<file path="src/rtl/sesr_pkg.sv">
package sesr_pkg;
  localparam int NUM_SRC = 5;

  typedef enum logic [1:0] {
    SLP_AWAKE = 2'd0,
    SLP_S3    = 2'd1,
    SLP_S45   = 2'd2,
    SLP_S45B  = 2'd3
  } sleepState_t;

  typedef struct packed {
    logic [NUM_SRC-1:0] wrClr;
    logic               rdClr;
  } clrStrobes_t;
endpackage

</file>
<file path="src/rtl/sesr_ctrl.sv">
module sesr_ctrl
  import sesr_pkg::*;
#(
  parameter int DATA_W = 8,
  parameter int ADDR_W = 2
) (
  input  logic               clk,
  input  logic               rstN,
  input  logic [ADDR_W-1:0]  addr,
  input  logic               rdEn,
  input  logic               wrEn,
  input  logic [DATA_W-1:0]  wrData,
  input  logic               clrOnRead,
  input  logic [NUM_SRC-1:0] statusQ,
  output clrStrobes_t        strb,
  output logic [NUM_SRC-1:0] maskVec,
  output logic [DATA_W-1:0]  rdData
);
  localparam logic [ADDR_W-1:0] ADR_STATUS = ADDR_W'(0);
  localparam logic [ADDR_W-1:0] ADR_SLEEP  = ADDR_W'(1);
  localparam logic [ADDR_W-1:0] ADR_MSK_S3 = ADDR_W'(2);
  localparam logic [ADDR_W-1:0] ADR_MSK_S45 = ADDR_W'(3);
  localparam int PAD_W = DATA_W - NUM_SRC;

  sleepState_t        sleepQ;
  logic [NUM_SRC-1:0] mskS3Q;
  logic [NUM_SRC-1:0] mskS45Q;
  logic               unusedHiBits;

  assign unusedHiBits = ^wrData[DATA_W-1:NUM_SRC];

  always_ff @(posedge clk or negedge rstN) begin
    if (!rstN) begin
      sleepQ  <= SLP_AWAKE;
      mskS3Q  <= '0;
      mskS45Q <= '0;
    end else if (wrEn) begin
      case (addr)
        ADR_SLEEP:   sleepQ  <= sleepState_t'(wrData[1:0]);
        ADR_MSK_S3:  mskS3Q  <= wrData[NUM_SRC-1:0];
        ADR_MSK_S45: mskS45Q <= wrData[NUM_SRC-1:0];
        default: ;
      endcase
    end
  end

  always_comb begin
    case (sleepQ)
      SLP_S3:            maskVec = mskS3Q;
      SLP_S45, SLP_S45B: maskVec = mskS45Q;
      default:           maskVec = '0;
    endcase
  end

  always_comb begin
    strb.wrClr = (wrEn && addr == ADR_STATUS) ? wrData[NUM_SRC-1:0] : '0;
    strb.rdClr = rdEn && clrOnRead && (addr == ADR_STATUS);
  end

  always_comb begin
    case (addr)
      ADR_STATUS:  rdData = {{PAD_W{1'b0}}, statusQ};
      ADR_SLEEP:   rdData = {{(DATA_W-2){1'b0}}, sleepQ};
      ADR_MSK_S3:  rdData = {{PAD_W{1'b0}}, mskS3Q};
      default:     rdData = {{PAD_W{1'b0}}, mskS45Q};
    endcase
  end
endmodule

</file>
<file path="src/rtl/sesr_datapath.sv">
module sesr_datapath
  import sesr_pkg::*;
(
  input  logic               clk,
  input  logic               rstN,
  input  logic [NUM_SRC-1:0] errIn,
  input  logic [NUM_SRC-1:0] maskVec,
  input  clrStrobes_t        strb,
  output logic [NUM_SRC-1:0] statusQ
);
  for (genvar i = 0; i < NUM_SRC; i++) begin : g_bit
    logic liveErr;
    logic clrReq;
    assign liveErr = errIn[i] & ~maskVec[i];
    assign clrReq  = strb.wrClr[i] | (strb.rdClr & statusQ[i]);

    always_ff @(posedge clk or negedge rstN) begin
      if (!rstN)        statusQ[i] <= 1'b0;
      else if (liveErr) statusQ[i] <= 1'b1;
      else if (clrReq)  statusQ[i] <= 1'b0;
    end
  end
endmodule

</file>
<file path="src/rtl/sticky_err_status.sv">
module sticky_err_status
  import sesr_pkg::*;
#(
  parameter int DATA_W = 8,
  parameter int ADDR_W = 2
) (
  input  logic               clk,
  input  logic               rstN,
  input  logic [NUM_SRC-1:0] errIn,
  input  logic               clrOnRead,
  input  logic [ADDR_W-1:0]  addr,
  input  logic               rdEn,
  input  logic               wrEn,
  input  logic [DATA_W-1:0]  wrData,
  output logic [DATA_W-1:0]  rdData
);
  clrStrobes_t        strb;
  logic [NUM_SRC-1:0] maskVec;
  logic [NUM_SRC-1:0] statusQ;

  sesr_ctrl #(.DATA_W(DATA_W), .ADDR_W(ADDR_W)) u_ctrl (
    .clk(clk), .rstN(rstN), .addr(addr), .rdEn(rdEn), .wrEn(wrEn),
    .wrData(wrData), .clrOnRead(clrOnRead), .statusQ(statusQ),
    .strb(strb), .maskVec(maskVec), .rdData(rdData)
  );

  sesr_datapath u_dp (
    .clk(clk), .rstN(rstN), .errIn(errIn), .maskVec(maskVec),
    .strb(strb), .statusQ(statusQ)
  );
endmodule

</file>
<file path="config.mk">
export PLATFORM = sky130hd
export DESIGN_NAME = sticky_err_status
export DESIGN_NICKNAME = d
export VERILOG_FILES = /design/src/rtl/sesr_pkg.sv /design/src/rtl/sesr_ctrl.sv /design/src/rtl/sesr_datapath.sv /design/src/rtl/sticky_err_status.sv
export SDC_FILE = /design/constraint.sdc
export NUM_CORES = 1
export LEC_CHECK = 0
export BUFFER_PORTS_ARGS = -buffer_cell sky130_fd_sc_hd__buf_2
export CORE_AREA = 8 8 51 74
export CTS_BUF_LIST = sky130_fd_sc_hd__clkbuf_2
export DETAILED_ROUTE_END_ITERATION = 10
export DIE_AREA = 0 0 59 82
export SETUP_SLACK_MARGIN = 0.05
export SLEW_MARGIN = 0
export SYNTH_ARGS = -nofsm -noshare
export SYNTH_HDL_FRONTEND = slang
export SYNTH_SLANG_ARGS = --single-unit
</file>
<file path="constraint.sdc">
create_clock -name clk -period 2.6 [get_ports clk]
set_input_delay 0.26 -clock clk [delete_from_list [all_inputs] [get_ports clk]]
set_output_delay 0.26 -clock clk [all_outputs]
set_load 0.005 [all_outputs]
</file>
# Word level (Yosys, flattened, before mapping)

Cells that the tools add are included.
W data, S select, Z words.

Word-level logic and storage cells: 60
Bits in writable memories: 0
Output and inout port bits: 8
Bits in latches: 0
Bits in read-only memories: 0
Input port bits: 20
Register bits: 17
Memories: 0

Mux-type cells: 13
Add/sub/neg operators: 0
Shift-type cells: 0
Div/mod/pow operators: 0
Bitwise logic cells: 20
Reduce and logical (&&, ||, !) cells: 13
Order comparisons: 0
Equal/unequal tests: 6
$mul: 0

Operators with widths:

| cell                 | number |
|---|---|
| $pmux W5 S3          | 1 |
| $and A1 B1 Y1        | 10 |
| $mux W1              | 10 |
| $pmux W5 S2          | 1 |
| $reduce_bool A2 Y1   | 5 |
| $eq A2 B2 Y1 const B | 4 |
| $reduce_and A2 Y1    | 3 |
| $mux W5              | 1 |
| $not A1 Y1           | 5 |
| $or A1 B1 Y1         | 5 |
| $eq A2 B1 Y1 const B | 2 |
| $logic_and A1 B1 Y1  | 3 |
| $logic_not A2 Y1     | 1 |
| $reduce_or A2 Y1     | 1 |

# Depth between registers and ports, before layout

Depth after elaboration: 6
Mapped depth: 3
Depth with buffers taken out: 2

# By module

A second synthesis with hierarchy kept.

Cells, all modules: 85
Area total of the unflattened synthesis: 977.2 um^2

Modules (own cells, without submodules):

| module        | cells each | area an instance (um^2) | sequential area each (um^2) | times used |
|---|---|---|---|---|
| sesr_ctrl     | 65         | 770.7                   | 300.3                       | 1 |
| sesr_datapath | 20         | 206.4                   | 125.1                       | 1 |

# Least setup slack after synthesis

No wires, ideal clock.

Kind: input to output
From: input port addr[0]
To: output port rdData[4]
Stages: 3
Required time: 2,340 ps
Setup slack: 1,421 ps
Buffers on the path: 1
Arrival time: 919 ps
Cells stage by stage: buf_6 -> mux2_1 -> a22o_1

Cells in the longest elaborated chain, start to end: 2
Elaborated cells between the ends (all ways): 4
Classes of those cells: eq/ne (2); mux (1); reduce/logical (1)

Ends and longest elaborated chain:

| what                                 | RTL line                | source |
|---|---|---|
| start: declaration                   | sticky_err_status.sv:11 | `input logic [ADDR_W-1:0] addr,` |
| $eq A2 B2 Y1 (tied with other cells) | sesr_ctrl.sv:61         | `case (addr)` |
| $pmux W5 S3 *                        | sesr_ctrl.sv:61         |  |
| end: declaration                     | sticky_err_status.sv:15 | `output logic [DATA_W-1:0] rdData` |

Mark *: on every way between the ends. The rest lies on a longest branch, timed or not.

# Worst setup path in the final report

From: register u_ctrl.sleepQ[1]
To: output port rdData[1]

Cells in the longest elaborated chain, start to end: 1

Ends and longest elaborated chain:

| what                     | RTL line        | source |
|---|---|---|
| start: declaration       | sesr_ctrl.sv:25 | `sleepState_t sleepQ;` |
| start signal: assignment | sesr_ctrl.sv:39 | `ADR_SLEEP: sleepQ <= sleepState_t'(wrData[1:0]);` |
| $pmux W5 S3              | sesr_ctrl.sv:61 |  |

Every way passes these cells.

==> flow_summary.toml <==
[route]
drt_iter0_drc = 17
dr.pass1.iters = 3
wl_per_cell_um = 16.8
drc = 0
vias = 666
ant_nets = 0
routed.top_layer = "met4"
met2_length_um = 1180
wl_met3_um = 60
drt_wl_total_um = 2190
via_per_inst = 5.12
drt-met1-wl_um = 905

[die]
die_area_sq_um = 4840
die_w_um = 59
ios = 28
rows = 24
initial_core_util = 0.345
die_h_um = 82
core_area_sq_um = 2760

[run_status]
status = "complete, no violations"

[pwr]
ir_worst_vdd_mv = 0.249
p_per_area_nw_per_um2 = 578
power_mw = 0.633
p_leak_nw = 0.455

[placement]
place_ws_ns = 1.10
port_buffers = 21
place_congestion = 0.762
dp_hpwl_um = 1640

[clock_network]
cts_tree = "yes"
cts_buffers = 3
cts_max_level = 1
clkLatencyLatePin_ns = 0.29
cts.reportedPaths.clkPinSlew_ns = 0.17
cts.path.max_buffers = 2
cts.repair.resized = 0
cts.sinks = 17
cts_root_buffer = "clkbuf_2"

[critical_path]
worstPathMaxFanout = 12
ff2ff_path_depth = 2
r2r_start = "u_ctrl.sleepQ[1]"
worstSetupEndpointType = "output port"
worst_r2r_endpoint = "u_dp.statusQ[1]"
crit_required_ns = 2.34
arrival_ns = 1.46
r2r_slack_ns = 1.53
setup.worst_path.class = "register to output port"
critPathLaunchType = "register"
path_buf_inv = 1
crit_path_cell_trace = "mux4_2, buf_2"
critical_path.max_stage_delay_ns = 0.54
crit_slowest_cell = "dfrtp_1"
crit_family = "flip-flops"

[cells_and_area]
antenna_cells = 0
postLayoutCoreUtil = 0.396
fillers = 293
syn_to_final_growth_pct = 15.0
final_nets = 112
drive_above_1_share = 0.473

[min_path]
whs_path_depth = 2
hold_start = "wrData[3]"
holdPathEnd = "u_ctrl.mskS3Q[3]"
hp-class = "primary input to register"

[synth]
yosysTopAreaCell = "dfrtp_1"
synth_seq_cells = 17
netlist.area_leader.share = 0.447
synth_warnings = 0
syn_area_sq_um = 952
syn_avg_cell_area_sq_um = 13.8
yosys-top-cells-area = "dfrtp_1 (45%), mux2_2 (17%), nand4bb_1 (7.1%), a32o_1 (5.3%), mux4_2 (4.7%)"
syn_inst = 69
seq_area_frac_synth = 0.447
synth_cell_types = 16

[flow_run]
max_cap_viol_count = 0

[sta]
min_period_ns = 1.72
finalCritPeriodShare = 0.661
rsz0062_at_grt = "false"
hold_viol = 0
max_freq_ghz = 0.582
skew_ns = 0.00523
setup_tns_ns = 0
setup_viol = 0
hold_slack_ns = 0.210
fin_ws_ns = 0.881
slew_viol_final = 0

[grt]
grt_max_degree = 18
antenna_found_initial = 0
grt_pass1_vias = 746
track_usage = 0.0990
grt_overflow = 0
grt_pass1_wl_um = 3590
-- Yosys cell counts --
| master | instances |
|---|---|
| a21boi_0 | 5 |
| a22o_1 | 3 |
| a32o_1 | 5 |
| buf_4 | 3 |
| buf_6 | 2 |
| clkbuf_1 | 1 |
| conb_1 | 1 |
| dfrtp_1 | 17 |
| mux2_1 | 1 |
| mux2_2 | 14 |
| mux4_2 | 2 |
| nand3_2 | 1 |
| nand3b_1 | 6 |
| nand3b_4 | 1 |
| nand4bb_1 | 6 |
| nor2_1 | 1 |
-- sequential cells by signal, indices dropped and copies added (netlist names) --
name            count
u_ctrl.mskS45Q      5
u_dp.statusQ        5
u_ctrl.mskS3Q       5
u_ctrl.sleepQ       2
-- placed cells by master, fill, tap and decap left out --
master	Yosys	routed
buf_2	0	21
dfrtp_1	17	17
mux2_2	14	14
nand3b_1	6	6
nand4bb_1	6	6
a21boi_0	5	5
a32o_1	5	5
clkbuf_2	0	4
a22o_1	3	3
conb_1	1	3
mux4_2	2	2
mux2_1	1	1
nor2_1	1	1
nand3b_4	1	1
nand3_2	1	1
dlygate4sd3_1	0	1
-- how the worst max path moves through the flow --
stage                          start         to  slack, ns  cells past startpoint
floorplan                    addr[0]  rdData[4]       1.42                      3
global placement             addr[0]  rdData[4]       1.10                      4
detailed placement           addr[0]  rdData[4]       1.10                      4
CTS                 u_ctrl.sleepQ[1]  rdData[1]       0.86                      2
global route        u_ctrl.sleepQ[1]  rdData[1]       0.80                      2
finish              u_ctrl.sleepQ[1]  rdData[1]       0.88                      2
-- repair_timing --
| item | CTS | global route |
|---|---|---|
| buffers inserted | 0 | 0 |
| hold buffers | 1 | 0 |
| endpoints found under the hold margin | 17 | 0 |
-- metal layers --
layer / up-vias / GRT usage
li1: 309 / -
met1: 344 / 0.108
met2: 11 / 0.167
met3: 2 / 0.0110
met4: 0 / 0.0841
met5: - / 0
-- cell type report --
| cell class | instances | area, sq um | area share |
|---|---|---|---|
| clock buffer | 4 | 20.0 | 0.0183 |
| sequential | 17 | 425 | 0.389 |
| timing repair buffer | 22 | 115 | 0.105 |
| multi-input combinational | 48 | 485 | 0.443 |
| tap | 39 | 48.8 | 0.0446 |
-- power by group --
group          leakage, nW  total, mW  internal (mW)  switching (mW)
clock               0.0166      0.124         0.0408          0.0834
combinational        0.247      0.153         0.0959          0.0575
sequential           0.191      0.355          0.312          0.0429
-- through the flow --
stage,area (sq um),instances
after global placement,1060,125
after CTS,1090,130
after global routing,1090,130
after floorplan,960,71
final,1090,130
after detailed placement,1060,125
-- cell families after synthesis --
family	Yosys count	share of synthesized area
buf+inv	6	0.0512
mux	17	0.225
other cells	1	0.00394
simple gates	15	0.154
compound gates	13	0.120
flops	17	0.447
Note: power is estimated with default switching activity, not from simulation.
